File: config.mk
export PLATFORM = sky130hd
export DESIGN_NAME = rtc_wrap_counter
export DESIGN_NICKNAME = d
export VERILOG_FILES = /design/src/rtl/rtc_pkg.sv /design/src/rtl/rtc_wrap_stepper.sv /design/src/rtl/rtc_sticky_bank.sv /design/src/rtl/rtc_wrap_counter.sv
export SDC_FILE = /design/constraint.sdc
export NUM_CORES = 1
export LEC_CHECK = 0
export BUFFER_PORTS_ARGS = -buffer_cell sky130_fd_sc_hd__buf_2
export CAP_MARGIN = 20
export CORE_AREA = 2 2 75 77
export CTS_CLUSTER_DIAMETER = 100
export DETAILED_ROUTE_END_ITERATION = 8
export DIE_AREA = 0 0 77 79
export GPL_ROUTABILITY_DRIVEN = 0
export PLACE_DENSITY = 0.82
export SLEW_MARGIN = 0
export SYNTH_ARGS = -nofsm -noshare
export SYNTH_HDL_FRONTEND = slang
export SYNTH_SLANG_ARGS = --single-unit
File: constraint.sdc
create_clock -name clk -period 2.7 [get_ports clk]
set_input_delay 0.27 -clock clk [delete_from_list [all_inputs] [get_ports clk]]
set_output_delay 0.27 -clock clk [all_outputs]
set_load 0.02 [all_outputs]
File: src/rtl/rtc_pkg.sv
package rtc_pkg;
   localparam int unsigned RTC_MOD60  = 60;
   localparam int unsigned RTC_NSRC   = 2;
   localparam int unsigned SRC_MOD    = 0;
   localparam int unsigned SRC_CNT    = 1;
   typedef logic [RTC_NSRC-1:0] rtc_src_t;
endpackage

File: src/rtl/rtc_wrap_stepper.sv
module rtc_wrap_stepper #(
   parameter int unsigned W       = 32,
   parameter int unsigned MODULUS = 0,   // 0 selects natural 2**W wrap
   parameter int unsigned STEP_W  = 4
) (
   input  logic              clk,
   input  logic              rst_n,
   input  logic              adv,
   input  logic [STEP_W-1:0] step,
   output logic [W-1:0]      value,
   output logic              wrap_evt,
   output logic              wrapped_live
);
   localparam int unsigned SUM_W = W + 1;

   logic [W-1:0] value_nx;

   generate
      if (MODULUS == 0) begin : g_natural
         logic [SUM_W-1:0] sum;
         always_comb begin
            sum      = {1'b0, value} + SUM_W'(step);
            value_nx = sum[W-1:0];
            wrap_evt = adv & sum[W];
         end
      end else begin : g_modulo
         if (MODULUS > (1 << W)) begin : g_bad_w
            $error("rtc_wrap_stepper: MODULUS does not fit in W bits");
         end
         if ((1 << STEP_W) - 1 >= MODULUS) begin : g_bad_step
            $error("rtc_wrap_stepper: step range must stay below MODULUS");
         end
         logic [SUM_W-1:0] sum;
         logic             over;
         always_comb begin
            sum      = {1'b0, value} + SUM_W'(step);
            over     = (sum >= SUM_W'(MODULUS));
            value_nx = over ? W'(sum - SUM_W'(MODULUS)) : sum[W-1:0];
            wrap_evt = adv & over;
         end

         a_r3_in_range: assert property (@(posedge clk) disable iff (!rst_n)
            value < W'(MODULUS));
      end
   endgenerate

   always_ff @(posedge clk) begin
      if (!rst_n) begin
         value        <= '0;
         wrapped_live <= 1'b0;
      end else if (adv) begin
         value        <= value_nx;
         wrapped_live <= wrap_evt;
      end
   end

   a_r2_hold_idle: assert property (@(posedge clk) disable iff (!rst_n)
      !adv |=> $stable(value));
   a_r5_live_set: assert property (@(posedge clk) disable iff (!rst_n)
      (adv && wrap_evt) |=> wrapped_live);
   a_r5_live_drop: assert property (@(posedge clk) disable iff (!rst_n)
      (adv && !wrap_evt) |=> !wrapped_live);
   a_r6_live_keep: assert property (@(posedge clk) disable iff (!rst_n)
      !adv |=> $stable(wrapped_live));
endmodule

File: src/rtl/rtc_sticky_bank.sv
module rtc_sticky_bank #(
   parameter int unsigned N = 2
) (
   input  logic         clk,
   input  logic         rst_n,
   input  logic [N-1:0] set,
   input  logic [N-1:0] clr,
   input  logic [N-1:0] en,
   output logic [N-1:0] flags,
   output logic         irq
);
   if (N < 1) begin : g_bad_n
      $error("rtc_sticky_bank: N must be at least 1");
   end

   for (genvar i = 0; i < N; i++) begin : g_bit
      always_ff @(posedge clk) begin
         if (!rst_n)      flags[i] <= 1'b0;
         else if (set[i]) flags[i] <= 1'b1;
         else if (clr[i]) flags[i] <= 1'b0;
      end

      a_r4_set_wins: assert property (@(posedge clk) disable iff (!rst_n)
         set[i] |=> flags[i]);
      a_r9_keep: assert property (@(posedge clk) disable iff (!rst_n)
         (flags[i] && !clr[i]) |=> flags[i]);
      a_r7_clear: assert property (@(posedge clk) disable iff (!rst_n)
         (clr[i] && !set[i]) |=> !flags[i]);
   end

   assign irq = |(flags & en);
endmodule

File: src/rtl/rtc_wrap_counter.sv
module rtc_wrap_counter
   import rtc_pkg::*;
#(
   parameter int unsigned CNT_W  = 32,
   parameter int unsigned TRIM_W = 4,
   localparam int unsigned MOD_W = $clog2(RTC_MOD60)
) (
   input  logic                     clk,
   input  logic                     rst_n,
   input  logic                     tick,
   input  logic signed [TRIM_W-1:0] trim,
   input  logic [RTC_NSRC-1:0]      evt_clr,
   input  logic [RTC_NSRC-1:0]      evt_en,
   output logic [CNT_W-1:0]         count,
   output logic [MOD_W-1:0]         mod60,
   output logic                     live_mod_wrap,
   output logic                     live_cnt_wrap,
   output logic [RTC_NSRC-1:0]      evt_flags,
   output logic                     irq
);
   localparam int unsigned STEP_W = TRIM_W;

   if (TRIM_W < 2) begin : g_bad_trim
      $error("rtc_wrap_counter: TRIM_W must be at least 2");
   end
   if (CNT_W < MOD_W) begin : g_bad_cnt
      $error("rtc_wrap_counter: CNT_W too narrow");
   end

   logic [STEP_W-1:0] step;
   rtc_src_t          wrap_set;
   logic              mod_evt, cnt_evt;

   // Negative trim suppresses the increment; otherwise step = 1 + trim.
   always_comb begin
      if (trim[TRIM_W-1]) step = '0;
      else                step = STEP_W'(trim) + STEP_W'(1);
   end

   rtc_wrap_stepper #(.W(CNT_W), .MODULUS(0), .STEP_W(STEP_W)) u_cnt (
      .clk(clk), .rst_n(rst_n), .adv(tick), .step(step),
      .value(count), .wrap_evt(cnt_evt), .wrapped_live(live_cnt_wrap));

   rtc_wrap_stepper #(.W(MOD_W), .MODULUS(RTC_MOD60), .STEP_W(STEP_W)) u_mod (
      .clk(clk), .rst_n(rst_n), .adv(tick), .step(step),
      .value(mod60), .wrap_evt(mod_evt), .wrapped_live(live_mod_wrap));

   always_comb begin
      wrap_set          = '0;
      wrap_set[SRC_MOD] = mod_evt;
      wrap_set[SRC_CNT] = cnt_evt;
   end

   rtc_sticky_bank #(.N(RTC_NSRC)) u_evt (
      .clk(clk), .rst_n(rst_n), .set(wrap_set), .clr(evt_clr), .en(evt_en),
      .flags(evt_flags), .irq(irq));

   a_r1_quiet_after_reset: assert property (@(posedge clk)
      !rst_n |=> (count == '0 && mod60 == '0 && evt_flags == '0));
   a_r8_irq_needs_flag: assert property (@(posedge clk) disable iff (!rst_n)
      irq |-> (evt_flags != '0));
endmodule

* After elaboration in Yosys (flattened, before gate mapping)
Cells that the tools add are included.
Widths: inputs -> output; s select.
** Storage, ports and cells
- Memories kept :: 0
- Output and inout port bits :: 43
- Logic and storage cells :: 23
- RAM bits :: 0
- Latch bits :: 0
- Flip-flop bits (word level) :: 42
- ROM bits :: 0
** Operators by class
- Muxes and demuxes :: 6
- Shifts and indexed selects :: 0
- Add/subtract/negate cells :: 4
- Bitwise operators :: 3
- Div/mod/pow operators :: 0
- Multipliers :: 0
- Order comparisons :: 1
- Reduce and logical (&&, ||, !) cells :: 3
- Equal/unequal tests :: 0
** Operators with widths (number)
- $add 32x4->33 :: 1
- $add 6x4->7 :: 1
- $ge 7x6->1 const B :: 1
- $mux 6 :: 1
- $sub 6x6->6 const B :: 1
- $add 4x2->4 const B :: 1
- $mux 1 :: 4
- $mux 4 :: 1
- $reduce_bool 2->1 :: 2
- $and 1x1->1 :: 2
- $and 2x2->2 :: 1
- $reduce_or 2->1 :: 1

* Depth between registers and ports, before layout
- Depth in word-level cells :: 6
- Depth in mapped cells :: 13
- Depth with buffers taken out :: 13

* Cells and area by module
Synthesis repeated with hierarchy kept, for this count alone.
** Second synthesis, totals
- Cell total of the unflattened synthesis :: 288
- Area total of the unflattened synthesis :: 2537.4 µm²
** By module, submodules not included
- rtc_wrap_stepper (u_cnt) :: cells each 188, instances 1, area each 1656.6 µm², sequential area each 660.6 µm²
- rtc_wrap_stepper (u_mod) :: cells each 87, instances 1, area each 758.2 µm², sequential area each 140.1 µm²
- rtc_sticky_bank :: cells each 7, instances 1, area each 77.6 µm², sequential area each 40.0 µm²
- rtc_wrap_counter :: cells each 6, instances 1, area each 45.0 µm², sequential area each 0.0 µm²

* Worst setup path before layout
Ideal clock, no wire load.
- Path kind :: input-to-reg
- Start point :: input port trim[0]
- End point :: register u_mod.value[2]
- Setup slack :: -0.162 ns
- Data required time :: 2.621 ns
- Stages on the path :: 13
- Data arrival time :: 2.784 ns
- Buffers on the path :: 0
- Cell sequence :: ha_1 > nor2b_1 > ha_1 > a21oi_1 > o21ai_0 > nand2_1 > xnor2_1 > ha_1 > nand2_1 > o211ai_1 > or3_1 > o21a_1 > o211ai_1
** Between the ends
- Cells in the longest elaborated chain, start to end :: 5
- Elaborated cells between the ends (all ways) :: 6
** RTL lines
- start, declared :: line rtc_wrap_counter.sv:11 : input logic signed [TRIM_W-1:0] trim,
- $add 4x2->4 (*) :: line rtc_wrap_counter.sv:37 : else step = STEP_W'(trim) + STEP_W'(1);
- $mux 4 (*) :: line rtc_wrap_counter.sv:36 : if (trim[TRIM_W-1]) step = '0;
- $add 6x4->7 (*) :: line rtc_wrap_stepper.sv:36 : sum = {1'b0, value} + SUM_W'(step);
- $sub 6x6->6 / $ge 7x6->1 (equally long branches) :: line rtc_wrap_stepper.sv:38, rtc_wrap_stepper.sv:37
- $mux 6 (*) :: line rtc_wrap_stepper.sv:38 : value_nx = over ? W'(sum - SUM_W'(MODULUS)) : sum[W-1:0];
- end signal, assigned :: line rtc_wrap_stepper.sv:52 : value <= value_nx;
- end, declared :: line rtc_wrap_stepper.sv:10 : output logic [W-1:0] value,
Every way passes the cells marked *; elsewhere a longest branch is shown, timed or not.
A chain may end at the register's enable or synchronous reset.

* Final worst setup path
Ends and elaborated chain as after synthesis.

==> reports/results.tsv <==
metric	value	unit
status	completed	
Layout area overhead	25.5	%
synthesized area per cell	8.27	um2
Setup WS pre-CTS	-201	ps
R2R Path End	u_mod.value[2]	
Slew HR	60.8	%
GR met1 Demand/Resource	25.9	%
met2 GRT Util	36.9	%
Worst VDD drop	0.227	mV
Overflow after GRT	0	
Final WS setup	123	ps
Die Height	79	um
Die W	77	um
R2R Setup Slk	170	ps
final net count	395	
combinational power share	13.8	%
first-pass GRT wire length	10500	um
Tmin final	2580	ps
crit path from	trim[0]	
Initial DRT Pass Iterations	4	
CTS tree	done	
Fmax	388	MHz
Clk pin slew, worst setup/hold paths	80	ps
Vias/cell	5.65	
setup TNS	0	ps
R2R Path Start	u_mod.value[0]	
min-delay worst type	in2reg	
Synth Warn #	0	
# hold bufs at CTS	0	
required time of the critical path	2920	ps
sequential power share	44.1	%
vias after detailed routing	2527	
Seq/Total Area, Yosys	33.2	%
Mapped Area	2530	um2
actual slew at the worst max-slew pin	582	ps
Clock Root Buffer	clkbuf_8	
HPWL Detailed	4480	um
final worst-path cycle share	95.5	%
Switching Fraction	23.5	%
PwrDens	457	nW/um2
row count	27	
FF-to-FF path depth	7	
vias in the first global route	2347	
H-tree depth	2	
I/O pin count	54	
antenna cells	0	
library cells used by synthesis	53	
Initial Utilization	47.4	%
Die Footprint	6080	um2
crit path launch type	input pin	
met3 Resource Use GR	4.32	%
CP max FO	4	
Switch Pwr	0.341	mW
cell area after layout	3180	um2
DP Area	3000	um2
final number of setup-violating endpoints	0	
CTS buffer count	5	
Worst-Skew Late Latency	290	ps
Synth async-reset ratio	0	%
gr usage total	21.0	%
Cells after Synth	306	
DRT antenna net count	0	
number of flops mapped to enable cells by yosys	0	
Slew Viols, Final	0	
max-capacitance violation count	0	
core area	5340	um2
LEAKAGE	1.33	nW
Worst EP arrival	2800	ps
worst clock skew	13.0	ps
WS Path Type	in2reg	
WL final	6150	um
synthesized net count	327	
Buffers on Ports	53	
largest net degree at the start of global routing	27	
Yosys reg bits	42	
Clock power frac	42.1	%
Pint	1.11	mW
wire per inst	13.8	um
GRT busiest layer	met2	
number of remaining DRC errors	0	
starting DRC count in detailed routing	157	
crit path capture type	flop	
crit path to	u_mod.value[2]	
top_reg_cell synth	dfxtp_1	
Final Hold Viols	0	
Sink Count	42	
fillcell total	498	
CTS Buffer Depth	2	
share of cells above drive strength 1	26.9	%
antenna violations before repair	0	
## cell usage after synthesis (3+ instances only)
cell type | instances | area, um2
o21ai_0 | 10 | 50.1
a31oi_1 | 3 | 18.8
buf_2 | 4 | 20.0
a211oi_1 | 3 | 22.5
a21oi_1 | 21 | 105
or4_1 | 8 | 60.1
o31ai_1 | 6 | 45.0
nand4_1 | 6 | 37.5
nor2_1 | 16 | 60.1
nor4_1 | 6 | 37.5
clkbuf_1 | 11 | 41.3
nor3_1 | 6 | 30.0
ha_1 | 8 | 100
a21o_1 | 4 | 30.0
inv_1 | 14 | 52.6
xnor2_1 | 9 | 78.8
nand2b_1 | 10 | 62.6
and3_1 | 6 | 37.5
nand2_1 | 38 | 143
mux2i_1 | 11 | 110
dfxtp_1 | 42 | 841
or3_1 | 9 | 56.3
o211ai_1 | 6 | 45.0
nand3_1 | 11 | 55.1
## area by class of cell
type | count | area (um2) | share of cell area [%]
clock inverter | 2 | 60.1 | 1.89
multi-input combinational | 233 | 1600 | 50.3
sequential | 42 | 841 | 26.5
timing repair buffer | 78 | 453 | 14.3
clock buffer | 6 | 82.6 | 2.60
inverter | 14 | 52.6 | 1.65
tap | 72 | 90.1 | 2.84
## flip-flops by register name, indices dropped and copies added (netlist names)
register / count
u_cnt.value: 32
u_cnt.wrapped_live: 1
u_evt.flags: 2
u_mod.value: 6
u_mod.wrapped_live: 1
## routing by layer
metal | part of all wire [%] | routed length, um
met5 | 0 | 0
met4 | 1.0 | 62
met3 | 7.2 | 444
met2 | 49 | 3040
met1 | 42 | 2600
## power groups by stage
stage	sequential (mW)	clock [mW]	combinational [mW]
finish	0.641	0.611	0.201
floorplan	0.665	0	0.109
global route	0.643	0.645	0.221
global placement	0.655	0	0.185
detailed placement	0.655	0	0.189
CTS	0.641	0.621	0.190
## worst max-delay path, cell delays in order
cell and delay (ps):
buf_2 110, ha_1 280, nor2b_2 180, ha_1 290, a21oi_2 70, o31ai_2 290, nand2_1 140, xnor2_2 170
ha_2 210, nand2_2 70, o211ai_1 80, or3_4 350, o21a_1 140, o211ai_1 160
## kinds of logic (layout without fill, tap and decap cells)
kind of cell	after synthesis	count (layout)	synth area share, %
adders and majority gates	12	12	6.33
buffers and inverters	31	100	4.80
DFF	42	42	33.2
xor gates and xnor gates	13	13	5.34
AOI/OAI and AO/OA	70	70	19.3
and+or+nand+nor	127	127	26.6
muxes	11	11	4.35
## how the worst min path moves through the flow
stage,startpoint,endpoint,depth (start not counted)
final,evt_clr[1],u_evt.flags[1],3
after global routing,evt_clr[1],u_evt.flags[1],3
after CTS,evt_clr[1],u_evt.flags[1],3
after detailed placement,u_cnt.wrapped_live,u_cnt.wrapped_live,2
after global placement,u_cnt.wrapped_live,u_cnt.wrapped_live,2
after floorplan,rst_n,u_cnt.value[30],2
## what timing repair did
action,4_1_cts,5_1_grt
gates resized for setup,0,4
endpoints found under the hold margin,0,0
setup endpoints to repair,0,4
setup buffers,0,2
## through the flow
stage	hold WS (ps)	util (%)	instances	total power, mW
2_1_floorplan	420	-	306	0.773
3_3_place_gp	447	56.2	437	0.840
3_5_place_dp	455	56.2	437	0.844
4_1_cts	231	58.9	445	1.45
5_1_grt	252	59.5	447	1.51
6_report	235	59.5	447	1.45
## placed cells by master (no fill, tap or decap), drive strengths merged, types with 10 or more instances in the layout
master,count
xnor2,10
a21oi,21
nand2b,10
buf,78
nand3,11
inv,14
o21ai,11
mux2i,11
dfxtp,42
nand2,38
nor2,17
Note: power is estimated with default switching activity, not from simulation.
